--- config.mk ---
export PLATFORM = sky130hd
export DESIGN_NAME = rg_top
export DESIGN_NICKNAME = d
export VERILOG_FILES = /design/src/rtl/rg_pkg.sv /design/src/rtl/rg_ctrl.sv /design/src/rtl/rg_datapath.sv /design/src/rtl/rg_top.sv
export SDC_FILE = /design/constraint.sdc
export NUM_CORES = 1
export LEC_CHECK = 0
export ABC_CLOCK_PERIOD_IN_PS = 7050
export BUFFER_PORTS_ARGS = -buffer_cell sky130_fd_sc_hd__buf_2
export CAP_MARGIN = 20
export CELL_PAD_IN_SITES_DETAIL_PLACEMENT = 1
export CELL_PAD_IN_SITES_GLOBAL_PLACEMENT = 2
export CORE_MARGIN = 1
export CORE_UTILIZATION = 35
export CTS_CLUSTER_DIAMETER = 150
export DETAILED_ROUTE_END_ITERATION = 12
export PLACE_DENSITY = 0.78
export SYNTH_ARGS = -nofsm -noshare
export SYNTH_HDL_FRONTEND = slang
export SYNTH_SLANG_ARGS = --single-unit
--- constraint.sdc ---
create_clock -name clk -period 7.05 [get_ports clk]
set_input_delay 0.3525 -clock clk [delete_from_list [all_inputs] [get_ports clk]]
set_output_delay 0.3525 -clock clk [all_outputs]
set_load 0.005 [all_outputs]
--- src/rtl/rg_pkg.sv ---
package rg_pkg;
  parameter int PIX_W     = 10;
  parameter int COORD_W   = 10;
  parameter int GAIN_W    = 4;
  parameter int GAIN_FRAC = 2;
  parameter int TILES_X   = 5;
  parameter int TILES_Y   = 5;
  parameter int ADDR_W    = 6;

  localparam int NUM_TILES  = TILES_X * TILES_Y;
  localparam int NUM_BX     = TILES_X - 1;
  localparam int NUM_BY     = TILES_Y - 1;
  localparam int TILE_IDX_W = $clog2(NUM_TILES);
  localparam int ADDR_XB    = 0;
  localparam int ADDR_YB    = ADDR_XB + NUM_BX;
  localparam int ADDR_GLOB  = ADDR_YB + NUM_BY;
  localparam int ADDR_MODE  = ADDR_GLOB + 1;
  localparam int ADDR_TILE  = 16;
  localparam int UNITY      = 1 << GAIN_FRAC;

  typedef struct packed {
    logic              valid;
    logic              line;
    logic              frame;
    logic [GAIN_W-1:0] gain;
    logic [PIX_W-1:0]  pix;
  } stage_t;
endpackage

--- src/rtl/rg_ctrl.sv ---
module rg_ctrl
  import rg_pkg::*;
(
  input  logic               clk,
  input  logic               rst_n,
  input  logic [PIX_W-1:0]   pixIn,
  input  logic               pixValid,
  input  logic               lineValid,
  input  logic               frameValid,
  input  logic               wrEn,
  input  logic [ADDR_W-1:0]  wrAddr,
  input  logic [COORD_W-1:0] wrData,
  output stage_t             stage
);
  localparam int TC_W = $clog2(TILES_X + 1);
  localparam int TR_W = $clog2(TILES_Y + 1);

  logic lvPrev, fvPrev;
  logic lvRise, lvFall, fvRise;
  logic [COORD_W-1:0] colCnt, rowCnt, curCol, curRow;

  logic [COORD_W-1:0] shX [NUM_BX];
  logic [COORD_W-1:0] shY [NUM_BY];
  logic [COORD_W-1:0] actX [NUM_BX];
  logic [COORD_W-1:0] actY [NUM_BY];
  logic [GAIN_W-1:0]  shGain [NUM_TILES];
  logic [GAIN_W-1:0]  actGain [NUM_TILES];
  logic [GAIN_W-1:0]  shGlob, actGlob;
  logic               shMode, actMode;

  logic [TC_W-1:0]       tileCol;
  logic [TR_W-1:0]       tileRow;
  logic [TILE_IDX_W-1:0] tileIdx;
  logic [GAIN_W-1:0]     gainSel;

  // staging registers, written from the port
  always_ff @(posedge clk) begin
    if (!rst_n) begin
      for (int k = 0; k < NUM_BX; k++) shX[k] <= '0;
      for (int k = 0; k < NUM_BY; k++) shY[k] <= '0;
      for (int k = 0; k < NUM_TILES; k++) shGain[k] <= GAIN_W'(UNITY);
      shGlob <= GAIN_W'(UNITY);
      shMode <= 1'b0;
    end else if (wrEn) begin
      for (int k = 0; k < NUM_BX; k++)
        if (wrAddr == ADDR_W'(ADDR_XB + k)) shX[k] <= wrData;
      for (int k = 0; k < NUM_BY; k++)
        if (wrAddr == ADDR_W'(ADDR_YB + k)) shY[k] <= wrData;
      for (int k = 0; k < NUM_TILES; k++)
        if (wrAddr == ADDR_W'(ADDR_TILE + k)) shGain[k] <= wrData[GAIN_W-1:0];
      if (wrAddr == ADDR_W'(ADDR_GLOB)) shGlob <= wrData[GAIN_W-1:0];
      if (wrAddr == ADDR_W'(ADDR_MODE)) shMode <= wrData[0];
    end
  end

  // working set follows staging only between frames
  always_ff @(posedge clk) begin
    if (!rst_n) begin
      for (int k = 0; k < NUM_BX; k++) actX[k] <= '0;
      for (int k = 0; k < NUM_BY; k++) actY[k] <= '0;
      for (int k = 0; k < NUM_TILES; k++) actGain[k] <= GAIN_W'(UNITY);
      actGlob <= GAIN_W'(UNITY);
      actMode <= 1'b0;
    end else if (!frameValid) begin
      actX    <= shX;
      actY    <= shY;
      actGain <= shGain;
      actGlob <= shGlob;
      actMode <= shMode;
    end
  end

  // raster position
  assign lvRise = lineValid & ~lvPrev;
  assign lvFall = ~lineValid & lvPrev;
  assign fvRise = frameValid & ~fvPrev;
  assign curCol = lvRise ? '0 : colCnt;
  assign curRow = fvRise ? '0 : rowCnt;

  always_ff @(posedge clk) begin
    if (!rst_n) begin
      lvPrev <= 1'b0;
      fvPrev <= 1'b0;
      colCnt <= '0;
      rowCnt <= '0;
    end else begin
      lvPrev <= lineValid;
      fvPrev <= frameValid;
      colCnt <= curCol + COORD_W'(pixValid & lineValid);
      rowCnt <= lvFall ? curRow + 1'b1 : curRow;
    end
  end

  // tile decode: count the edges at or below the position
  always_comb begin
    tileCol = '0;
    for (int k = 0; k < NUM_BX; k++)
      if (actX[k] <= curCol) tileCol = tileCol + 1'b1;
    tileRow = '0;
    for (int k = 0; k < NUM_BY; k++)
      if (actY[k] <= curRow) tileRow = tileRow + 1'b1;
    tileIdx = TILE_IDX_W'(tileRow) * TILE_IDX_W'(TILES_X) + TILE_IDX_W'(tileCol);
    gainSel = actMode ? actGain[tileIdx] : actGlob;
  end

  always_ff @(posedge clk) begin
    if (!rst_n) stage <= '0;
    else begin
      stage.valid <= pixValid;
      stage.line  <= lineValid;
      stage.frame <= frameValid;
      stage.gain  <= gainSel;
      stage.pix   <= pixIn;
    end
  end

  p_active_hold_r8: assert property (@(posedge clk) disable iff (!rst_n)
    (frameValid && $past(frameValid)) |-> ($stable(actGlob) && $stable(actMode)));

  p_col_hold_r5: assert property (@(posedge clk) disable iff (!rst_n)
    ($past(lineValid) && $past(lvPrev) && !$past(pixValid)) |-> (colCnt == $past(colCnt)));

  p_row_reset_r6: assert property (@(posedge clk) disable iff (!rst_n)
    $past(frameValid && !fvPrev && !lvPrev) |-> (rowCnt == '0));
endmodule

--- src/rtl/rg_datapath.sv ---
module rg_datapath
  import rg_pkg::*;
(
  input  logic             clk,
  input  logic             rst_n,
  input  stage_t           stIn,
  output logic [PIX_W-1:0] pixOut,
  output logic             outValid,
  output logic             outLine,
  output logic             outFrame
);
  localparam int PROD_W   = PIX_W + GAIN_W;
  localparam int SCALED_W = PROD_W - GAIN_FRAC;

  logic [PROD_W-1:0]   prod;
  logic [SCALED_W-1:0] scaled;
  logic                over;
  logic [PIX_W-1:0]    clipped;

  assign prod    = {{GAIN_W{1'b0}}, stIn.pix} * {{PIX_W{1'b0}}, stIn.gain};
  assign scaled  = prod[PROD_W-1:GAIN_FRAC];
  assign over    = |scaled[SCALED_W-1:PIX_W];
  assign clipped = over ? '1 : scaled[PIX_W-1:0];

  always_ff @(posedge clk) begin
    if (!rst_n) begin
      pixOut   <= '0;
      outValid <= 1'b0;
      outLine  <= 1'b0;
      outFrame <= 1'b0;
    end else begin
      pixOut   <= stIn.valid ? clipped : '0;
      outValid <= stIn.valid;
      outLine  <= stIn.line;
      outFrame <= stIn.frame;
    end
  end

  p_unity_r3: assert property (@(posedge clk) disable iff (!rst_n)
    ($past(stIn.valid) && $past(stIn.gain) == GAIN_W'(UNITY)) |-> (pixOut == $past(stIn.pix)));
endmodule

--- src/rtl/rg_top.sv ---
module rg_top
  import rg_pkg::*;
(
  input  logic               clk,
  input  logic               rst_n,
  input  logic [PIX_W-1:0]   pixIn,
  input  logic               pixValid,
  input  logic               lineValid,
  input  logic               frameValid,
  input  logic               wrEn,
  input  logic [ADDR_W-1:0]  wrAddr,
  input  logic [COORD_W-1:0] wrData,
  output logic [PIX_W-1:0]   pixOut,
  output logic               outValid,
  output logic               outLine,
  output logic               outFrame
);
  stage_t stageBus;

  rg_ctrl u_ctrl (
    .clk(clk), .rst_n(rst_n), .pixIn(pixIn), .pixValid(pixValid),
    .lineValid(lineValid), .frameValid(frameValid), .wrEn(wrEn),
    .wrAddr(wrAddr), .wrData(wrData), .stage(stageBus)
  );

  rg_datapath u_dp (
    .clk(clk), .rst_n(rst_n), .stIn(stageBus), .pixOut(pixOut),
    .outValid(outValid), .outLine(outLine), .outFrame(outFrame)
  );

  p_latency_r2: assert property (@(posedge clk) disable iff (!rst_n)
    (outValid == $past(pixValid, 2)) && (outFrame == $past(frameValid, 2)));
endmodule

; ---- Word level (Yosys, flattened, before mapping)
; Cells that the tools add are included.
; Widths: inputs -> output; s select.
[totals]
register_bits = 420
elab_cells = 197
out_inout_bits = 13
in_bits = 32
[classes]
addsub = 9
n_eq_ne = 34
n_reduce_logical = 38
bitwise = 8
n_lt_le_gt_ge = 9
mul = 2
muxes = 16
[ops]
columns = operator, n
row1 = $eq 6x5->1 const B, 16
row2 = $le 10x10->1, 8
row3 = $reduce_and 2->1, 36
row4 = $eq 6x6->1 const B, 9
row5 = $mux 10, 4
row6 = $eq 6x3->1 const B, 4
row7 = $bmux 4 s5, 1
row8 = $mux 3, 6
row9 = $mul 10x4->14, 1
row10 = $add 3x1->3 const B, 4
row11 = $eq 6x2->1 const B, 2
row12 = $eq 6x4->1 const B, 2
row13 = $mux 4, 3
row14 = $add 10x1->10 const B, 1
row15 = $add 10x10->10, 1
row16 = $eq 6x1->1 const B, 1
row17 = $ge 6x6->1 const B, 1
row18 = $logic_not 6->1, 1
row19 = $not 5->6, 1
row20 = $add 5x3->5, 1
row21 = $mul 3x3->5 const B, 1
row22 = $add 1x1->2 const B, 2
row23 = $and 1x1->1, 4
row24 = $not 1->1, 3
row25 = other kinds (2), 3

; ---- Depth between registers and ports, before layout
; Gate-level depths: netlist of run 1.
[logic_depth]
depth_word = 18
ltp_mapped = 28
ltp_nobuf = 26

; ---- Hierarchy
; Synthesis of run 1 repeated with hierarchy kept, for this count alone.
[unflattened]
hier_cells = 1964
area_unflattened_um2 = 20028.0
[modules_own_cells]
columns = module, cells_each, n_inst, seq_area_each_um2, area_per_inst_um2
row1 = rg_ctrl, 1780, 1, 8147.8, 18415.2
row2 = rg_datapath, 184, 1, 260.2, 1612.8

; ---- Least setup slack after synthesis of run 1
; No wires, ideal clock.
[synth_path]
kind = input to register
start = input port frameValid
end = register u_ctrl.stage[13] (netlist name)
path_slack_ps = 1146
arrival_time_ps = 5784
path_buffers = 2
setup_ps = 119
path_stages = 24
t_required_ps = 6931
path_cell_list = clkbuf_1 > nand2b_1 > clkbuf_1 > nand2_1 > ha_1 > a21o_1 > a21o_1 > a221oi_1 > o21ai_0 > and2_1 > ha_1 > xnor2_1 > ha_1 > nor3b_1 > a32oi_2 > xnor2_1 > ha_1 > ha_1 > inv_1 > fa_1 > xor2_1 > mux4_2 > mux2i_1 > a21oi_1
[synth_between]
elab_chain_cells = 17
word_cells_on_any_way = 20
cone_classes = add/sub (4) / mul (1) / order compare (4) / mux (9) / bitwise (2)
[synth_lines]
columns = element, line_no
row1 = from (decl), rg_top.sv:9  ; input logic frameValid,
row2 = $and 1x1->1 (*), rg_ctrl.sv:76  ; assign fvRise = frameValid & ~fvPrev;
row3 = $mux 10 (*), rg_ctrl.sv:78  ; assign curRow = fvRise ? '0 : rowCnt;
row4 = $le 10x10->1, rg_ctrl.sv:101  ; if (actY[k] <= curRow) tileRow = tileRow + 1'b1;
row5 = $mux 1, rg_ctrl.sv:101
row6 = $add 1x1->2, rg_ctrl.sv:101
row7 = $mux 3, rg_ctrl.sv:101
row8 = $add 3x1->3, rg_ctrl.sv:101
row9 = $mux 3, rg_ctrl.sv:101
row10 = $add 3x1->3, rg_ctrl.sv:101
row11 = $mux 3 (*), rg_ctrl.sv:101
row12 = $mul 3x3->5 (*), rg_ctrl.sv:102  ; tileIdx = TILE_IDX_W'(tileRow) * TILE_IDX_W'(TILES_X) + TILE_IDX_W'(tileCol);
row13 = $add 5x3->5 (*), rg_ctrl.sv:102
row14 = $not 5->6 (implied by the code) (*), rg_ctrl.sv:103  ; gainSel = actMode ? actGain[tileIdx] : actGlob;
row15 = $bmux 4 s5 (*), rg_ctrl.sv:103
row16 = $mux 4 (implied by the code) (*) (2 in a row), rg_ctrl.sv:103
row17 = $mux 4 (*), rg_ctrl.sv:103
row18 = to (decl), rg_ctrl.sv:13  ; output stage_t stage
; Every way passes the cells marked *; elsewhere a longest branch is shown, timed or not. The select of a mux whose other input is x is not followed.
; A chain may end at the register's enable or synchronous reset.

; ---- Worst setup path after layout of run 1
[layout_path]
start = register u_ctrl.fvPrev
end = register u_ctrl.stage[12] (netlist name)
[layout_between]
elab_chain_cells = 18
word_cells_on_any_way = 21
cone_classes = add/sub (4) / mul (1) / order compare (4) / mux (9) / bitwise (3)
[layout_lines]
columns = element, line_no
row1 = from (decl), rg_ctrl.sv:18  ; logic lvPrev, fvPrev;
row2 = from (signal assigned), rg_ctrl.sv:88  ; fvPrev <= frameValid;
row3 = $not 1->1 (*), rg_ctrl.sv:76
row4 = $and 1x1->1 (*), rg_ctrl.sv:76
row5 = $mux 10 (*), rg_ctrl.sv:78
row6 = $le 10x10->1, rg_ctrl.sv:101
row7 = $mux 1, rg_ctrl.sv:101
row8 = $add 1x1->2, rg_ctrl.sv:101
row9 = $mux 3, rg_ctrl.sv:101
row10 = $add 3x1->3, rg_ctrl.sv:101
row11 = $mux 3, rg_ctrl.sv:101
row12 = $add 3x1->3, rg_ctrl.sv:101
row13 = $mux 3 (*), rg_ctrl.sv:101
row14 = $mul 3x3->5 (*), rg_ctrl.sv:102
row15 = $add 5x3->5 (*), rg_ctrl.sv:102
row16 = $not 5->6 (implied by the code) (*), rg_ctrl.sv:103
row17 = $bmux 4 s5 (*), rg_ctrl.sv:103
row18 = $mux 4 (implied by the code) (*) (2 in a row), rg_ctrl.sv:103
row19 = $mux 4 (*), rg_ctrl.sv:103
; Marks and branches as above.

==> run metrics, run 1 <==
status=finished clean; Slew @ Worst Pin=1.17 ns; Synth Area in XOR/XNOR=1.48%; Compound-Gate Fraction of Synth Area=8.12%; CTS Buffer Depth=3; total global-route track usage=18.5%; CP max stage cell=fa_1; pwr/cell area=242 mW/mm2; P&R area growth vs syn=12.4%; Die Ht=241 um; post-CTS setup buffers=0; Syn Inst Count=2052; top_reg_cell synth=dfxtp_1; cts bufs inserted=48; drt pass-1 iters=4; Final ANT Viol Nets=0; EDFF count, synth=0; WP data required=7.58 ns; CP dominant cell by count=ha_1; hold depth=2; H-tree levels=2; Die ar.=0.0581 mm2; Vias=14500; post-synthesis mux area share=16.2%; #FFs+latches synth=420; slowest stage delay, CP=0.84 ns; Total Wirelength=52400 um; Hold Vio Cnt, Final=0; share of the synthesized area in the top cell type=42.0%; GPL Wtd Cong=0.815; Fmax achieved=156 MHz; post-DP HPWL=34300 um; TritonCTS clock tree=yes; initial antenna violation count=0; Arr. time, crit path=6.93 ns; total of warnings raised by yosys=0; core area=0.0564 mm2; First DRT Iteration DRCs=671; crit path capture=u_ctrl.stage[12]$_SDFF_PN0_; Final Setup Violations=0; Reg2Reg Capture Point=u_ctrl.stage[12]$_SDFF_PN0_; Sink Count=420; Leakage=8.97 nW; Netlist cell types=66; grt ovf=0; simple-gate portion of the synthesized area=19.8%; CTS Root Cell=clkbuf_16; Post-synth ARST share=0%; Cell Area, Synth=0.0200 mm2; max-slew violations=0; Initial Util=35.5%; clk slew on worst S/H paths=0.06 ns; row count=87; setup TNS=0 ns; crit path cell chain=nand2b_1 > nand2_1 > ha_1 > a21o_1 > a21o_1 > a221oi_1 > o21ai_0 > and2_1 > ha_1 > xnor2_1 > ha_1 > nor3b_1 > a32oi_2 > xnor2_1 > ha_1 > ha_1 > inv_1 > fa_1 > nor4b_1 > nand2_1 > o21ai_0 > mux2i_1 > a21oi_1; Diodes inserted=0; fin nets=2204; max_cap viols=0; drt drc=0; Port Buffers=44; Reg2Reg Depth=23; largest family of logic cells by synthesized area=simple AND/OR/NAND/NOR gates; Worst Setup SP=u_ctrl.fvPrev$_SDFF_PN0_; post-synthesis sequential area ratio=42.0%; clock skew=0.0208 ns; r2r startpoint=u_ctrl.fvPrev$_SDFF_PN0_; RSZ-0062 raised after global routing=false; HP Class=in -> reg; first-pass GRT wire length=84200 um; overall power=0.00544 W; top cell type by total area after synthesis=dfxtp_1; Die W=241 um; VDD IR max=0.189 mV; fill count=6395; Syn Nets=2215; largest net degree at the start of global routing=246; top area cells in the synthesized netlist=dfxtp_1, mux2i_1, ha_1; number of global-route vias before repair=15200; share of cells above drive strength 1=9.15%; Worst Path Max Fanout=16; final worst path period share=90.9%; reg-to-reg slack, setup=0.64 ns; Ports=45; Synth Area per Inst=9.75 um2; Setup crit start kind=flip-flop; critical setup path kind=reg -> reg; Worst setup EP type=flip-flop; post-layout minimum cycle time=6.41 ns; Synth Area in Adders=8.83%; clk_lat worst skew=0.60 ns; DR vias/cell=5.10; wire length per cell=18.5 um; Slew HR=22.2%
worst max-delay path, delay by kind of cell (launching register included):
kind                       cells  cell delay [ns]
DFF                            1             0.31
and+or+nand+nor                6             1.88
muxes                          1             0.09
buffers and inverters          1             0.07
adders and majority gates      6             2.34
xor gates and xnor gates       2             0.48
AOI/OAI and AO/OA              7             1.17
what timing repair did:
action,CTS,global route
resized for setup,0,0
hold buffers,11,0
endpoints found under the hold margin,11,0
cell usage after synthesis (all sizes together) (14+ instances only):
cell,n
o21ai,38
nand4,18
ha,114
dfxtp,420
clkbuf,106
nor2b,222
nor2,32
buf,27
fa,17
and2,49
mux2i,258
nor3,14
mux4,28
a21boi,104
nand3,152
inv,50
xnor2,18
a21oi,23
a21o,24
nand2,255
report_power, final:
| part | internal [W] | switching (W) | leakage [nW] |
|---|---|---|---|
| logic | 0.000251 | 0.000356 | 4.83 |
| registers | 0.00239 | 0.0000104 | 3.39 |
| clock network | 0.00141 | 0.00103 | 0.758 |
| total | 0.00405 | 0.00139 | 8.97 |
layout by cell type (no fill, tap or decap), types with 5 or more instances in the layout:
cell	n
fa_1	17
a21o_1	23
mux2i_1	258
a21boi_0	12
clkinv_2	10
xnor2_1	18
a21oi_1	23
nor3_1	9
inv_1	50
mux4_2	28
nor2_1	31
o21ai_0	28
nand4_1	18
o21ai_1	10
buf_4	15
nand3_1	151
nand2_1	255
clkbuf_8	11
dlygate4sd3_1	11
clkbuf_16	48
clkbuf_1	11
nand2b_1	9
nor3_2	5
and2_1	49
nor2b_1	222
buf_2	42
dfxtp_1	420
xor2_1	13
ha_1	113
a21boi_1	92
state kept, by name, summed over array words and instances (netlist names):
register / cells
u_dp.outLine: 1
u_ctrl.shX: 40
u_ctrl.shGain: 100
u_ctrl.actX: 40
u_ctrl.actGain: 100
u_ctrl.rowCnt: 10
u_ctrl.shY: 40
u_dp.outFrame: 1
u_dp.pixOut: 10
u_ctrl.lvPrev: 1
u_ctrl.actMode: 1
u_ctrl.fvPrev: 1
u_ctrl.shGlob: 4
u_ctrl.stage: 15
u_dp.outValid: 1
u_ctrl.actY: 40
u_ctrl.colCnt: 10
u_ctrl.shMode: 1
u_ctrl.actGlob: 4
cells by family after synthesis:
family | after synthesis
buf+inv | 183
mux | 288
xor+xnor | 32
fa+ha+maj | 131
compound gates | 225
simple gates | 773
flops | 420
area by class of cell:
type / instances / area (um2) / area share, %
multi-input cells: 1449 / 10900 / 48.5
flip-flops and latches: 420 / 8410 / 37.4
clock buffers: 70 / 1390 / 6.20
well taps: 756 / 946 / 4.21
repair buffers: 72 / 494 / 2.20
inverters: 50 / 188 / 0.835
clock inverters: 16 / 140 / 0.623
metrics by stage:
stage	hold WS (ns)	area [um2]	cells	utilization (%)	setup WS, ns
final	0.0966	22500	2833	39.9	0.644
after global routing	0.0971	22500	2833	39.9	0.101
after CTS	0.0830	22500	2832	39.9	0.662
after detailed placement	0.444	20800	2735	36.9	0.492
after global placement	0.440	20800	2735	36.9	0.625
after floorplan	0.420	20000	2052	-	1.15
worst min path at each step:
stage,start,endpoint,slack [ns]
after global routing,lineValid,u_ctrl.lvPrev$_SDFF_PN0_,0.1
after detailed placement,u_ctrl.shGain[25]$_SDFFE_PN0P_,u_ctrl.shGain[25]$_SDFFE_PN0P_,0.44
after floorplan,u_ctrl.fvPrev$_SDFF_PN0_,u_dp.outFrame$_SDFF_PN0_,0.42
after global placement,u_ctrl.shX[9]$_SDFFE_PN0P_,u_ctrl.shX[9]$_SDFFE_PN0P_,0.44
after CTS,lineValid,u_ctrl.lvPrev$_SDFF_PN0_,0.08
final,lineValid,u_ctrl.lvPrev$_SDFF_PN0_,0.1
routing by layer:
metal | vias up | global-route usage [%] | share of wire [%]
met5 | - | 0 | 0
met4 | 0 | 4.66 | 2.0
met3 | 67 | 2.88 | 3.4
met2 | 161 | 32.8 | 49
met1 | 7206 | 23.3 | 46
li1 | 7018 | - | -
Note: power is estimated with default switching activity, not from simulation.
==> run 2: changes to the inputs <==
--- a/config.mk
+++ b/config.mk
@@ -11,10 +11,10 @@
 export CELL_PAD_IN_SITES_DETAIL_PLACEMENT = 1
 export CELL_PAD_IN_SITES_GLOBAL_PLACEMENT = 2
 export CORE_MARGIN = 1
-export CORE_UTILIZATION = 35
+export CORE_UTILIZATION = 41
 export CTS_CLUSTER_DIAMETER = 150
 export DETAILED_ROUTE_END_ITERATION = 12
-export PLACE_DENSITY = 0.78
+export PLACE_DENSITY = 0.88
 export SYNTH_ARGS = -nofsm -noshare
 export SYNTH_HDL_FRONTEND = slang
 export SYNTH_SLANG_ARGS = --single-unit
==> run 2 against run 1 <==
Effect of this change: maximum frequency shrank 1.7%; register-to-register slack lost 0.11 ns; combinational power grew 1%.
==> run metrics, run 2 (synthesis results as in run 1) <==
cts bufs inserted=47; Worst setup EP type=flip-flop; Slew @ Worst Pin=1.08 ns; drt pass-1 iters=4; Placed Instance Area=0.0207 mm2; Sink Count=420; WHS Endpoint=u_ctrl.stage[6]$_SDFF_PN0_; post-layout minimum cycle time=6.52 ns; final worst path period share=92.4%; first-pass GRT wire length=84700 um; largest net degree at the start of global routing=237; fin nets=2201; Ports=45; most frequent cells in the layout=dfxtp_1, mux2i_1, nand2_1; row count=80; grt ovf=0; CTS Root Cell=clkbuf_16; GPL Wtd Cong=0.841; post-DP HPWL=34000 um; r2r startpoint=u_ctrl.fvPrev$_SDFF_PN0_; clk slew on worst S/H paths=0.06 ns; clk_lat worst skew=0.59 ns; Fmax achieved=153 MHz; TritonCTS clock tree=yes; wire length per cell=19.5 um; clock skew=0.0152 ns; First DRT Iteration DRCs=688; reg-to-reg slack, setup=0.53 ns; CP max stage cell=fa_1; Port Buffers=44; VDD IR max=0.136 mV; core area=0.0479 mm2; Vias=14400; Worst Path Max Fanout=16; Reg2Reg Depth=23; max-slew violations=0; CP dominant cell by count=ha_1; total global-route track usage=21.4%; commonest non-fill, non-tap cell in the layout=dfxtp_1; Leakage=8.97 nW; largest registers=u_ctrl.actGain: 100 flops, u_ctrl.shGain: 100 flops; hold path startpoint=pixIn[6]; WP data required=7.55 ns; Reg2Reg Capture Point=u_ctrl.stage[12]$_SDFF_PN0_; Initial Util=41.7%; Worst Setup SP=u_ctrl.fvPrev$_SDFF_PN0_; Arr. time, crit path=7.02 ns; share of cells above drive strength 1=9.45%; Final Setup Violations=0; slowest stage delay, CP=0.86 ns; setup TNS=0 ns; Diodes inserted=0; initial antenna violation count=0; Setup crit start kind=flip-flop; pwr/cell area=244 mW/mm2; critical path's top delay family=adder cells; DR vias/cell=5.37; Die ar.=0.0497 mm2; Slew HR=27.9%; Hold Vio Cnt, Final=0; number of global-route vias before repair=15500; crit path cell chain=nand2b_1 > nand2_1 > ha_1 > a21o_1 > a21o_1 > a221oi_1 > o21ai_0 > and2_1 > ha_1 > xnor2_1 > ha_1 > nor3b_1 > a32oi_2 > xnor2_1 > ha_1 > ha_1 > inv_1 > fa_1 > nor4b_2 > nand2_1 > o21ai_0 > mux2i_1 > a21oi_1; RSZ-0062 raised after global routing=false; H-tree levels=2; P&R area growth vs syn=11.5%; CTS Buffer Depth=3; status=finished clean; HP Class=in -> reg; hold depth=2; drt drc=0; post-CTS setup buffers=0; Bufs and invs on worst path=1; max_cap viols=0; Total Wirelength=52300 um; Final ANT Viol Nets=0; Final Instance Area=0.0223 mm2; Die Ht=223 um; Die W=223 um; critical setup path kind=reg -> reg
[run 2: cell count changes in the layout (fill, tap and decap cells not counted), sizes merged]
cell,change
clkbuf,-7
clkinvlp,+2
dlygate4sd3,-2
bufinv,+1
clkinv,+1
inv,+1
[run 2: how the worst max path moves through the flow]
stage / endpoint / slack [ns] / cells after the start
after floorplan: u_ctrl.stage[13]$_SDFF_PN0_ / 1.15 / 24
after global placement: u_ctrl.stage[13]$_SDFF_PN0_ / 0.58 / 23
after detailed placement: u_ctrl.stage[12]$_SDFF_PN0_ / 0.36 / 24
after CTS: u_ctrl.stage[12]$_SDFF_PN0_ / 0.35 / 23
after global routing: u_ctrl.stage[12]$_SDFF_PN0_ / 0.1 / 24
final: u_ctrl.stage[12]$_SDFF_PN0_ / 0.53 / 23
[run 2: area by class of cell]
type / count / area, um2
tap: 615 / 769
multi-input combinational: 1449 / 10900
clock inverter: 21 / 180
fill: 5288 / 25600
clock buffer: 63 / 1350
inverter: 50 / 188
timing repair buffer: 70 / 487
sequential: 420 / 8410
[run 2: report_power, final]
part           total [W]  internal [W]  switching (W)
Sequential       0.00240       0.00239      0.0000100
Combinational   0.000615      0.000261       0.000353
Clock            0.00243       0.00141        0.00102
[run 2: repair_timing]
| item | in CTS | in global routing |
|---|---|---|
| resized for setup | 0 | 2 |
| hold endpoints to repair | 9 | 0 |
| hold buffers | 9 | 0 |
| setup endpoints to repair | 0 | 3 |
[run 2: routing by layer]
metal  global-route usage (%)  part of all wire, %  vias up
li1                         -                    -     6997
met1                     26.8                   45     7234
met2                     38.4                   50      147
met3                     3.16                  2.9       66
met4                     5.25                  1.8        0
met5                        0                    0        -
[run 2: worst register-to-register path: stages, from the launching register on]
cell      delay (ns)
dfxtp_1         0.32
nand2b_1        0.50
nand2_1         0.29
ha_1            0.37
a21o_1          0.17
a21o_1          0.17
a221oi_1        0.29
o21ai_0         0.12
and2_1          0.18
ha_1            0.35
xnor2_1         0.27
ha_1            0.24
nor3b_1         0.27
a32oi_2         0.19
xnor2_1         0.25
ha_1            0.27
ha_1            0.31
inv_1           0.07
fa_1            0.86
nor4b_2         0.44
nand2_1         0.12
o21ai_0         0.12
mux2i_1         0.13
a21oi_1         0.16
[run 2: through the flow]
| stage | std cells | power, W | util [%] | setup WS [ns] | hold WS (ns) |
|---|---|---|---|---|---|
| finish | 2688 | 0.00544 | 46.5 | 0.535 | 0.0388 |
| floorplan | 2052 | 0.00291 | - | 1.15 | 0.420 |
| CTS | 2687 | 0.00551 | 46.5 | 0.355 | 0.00271 |
| global route | 2688 | 0.00565 | 46.5 | 0.0995 | 0.0235 |
| global placement | 2594 | 0.00304 | 43.1 | 0.584 | 0.430 |
| detailed placement | 2594 | 0.00306 | 43.1 | 0.362 | 0.443 |
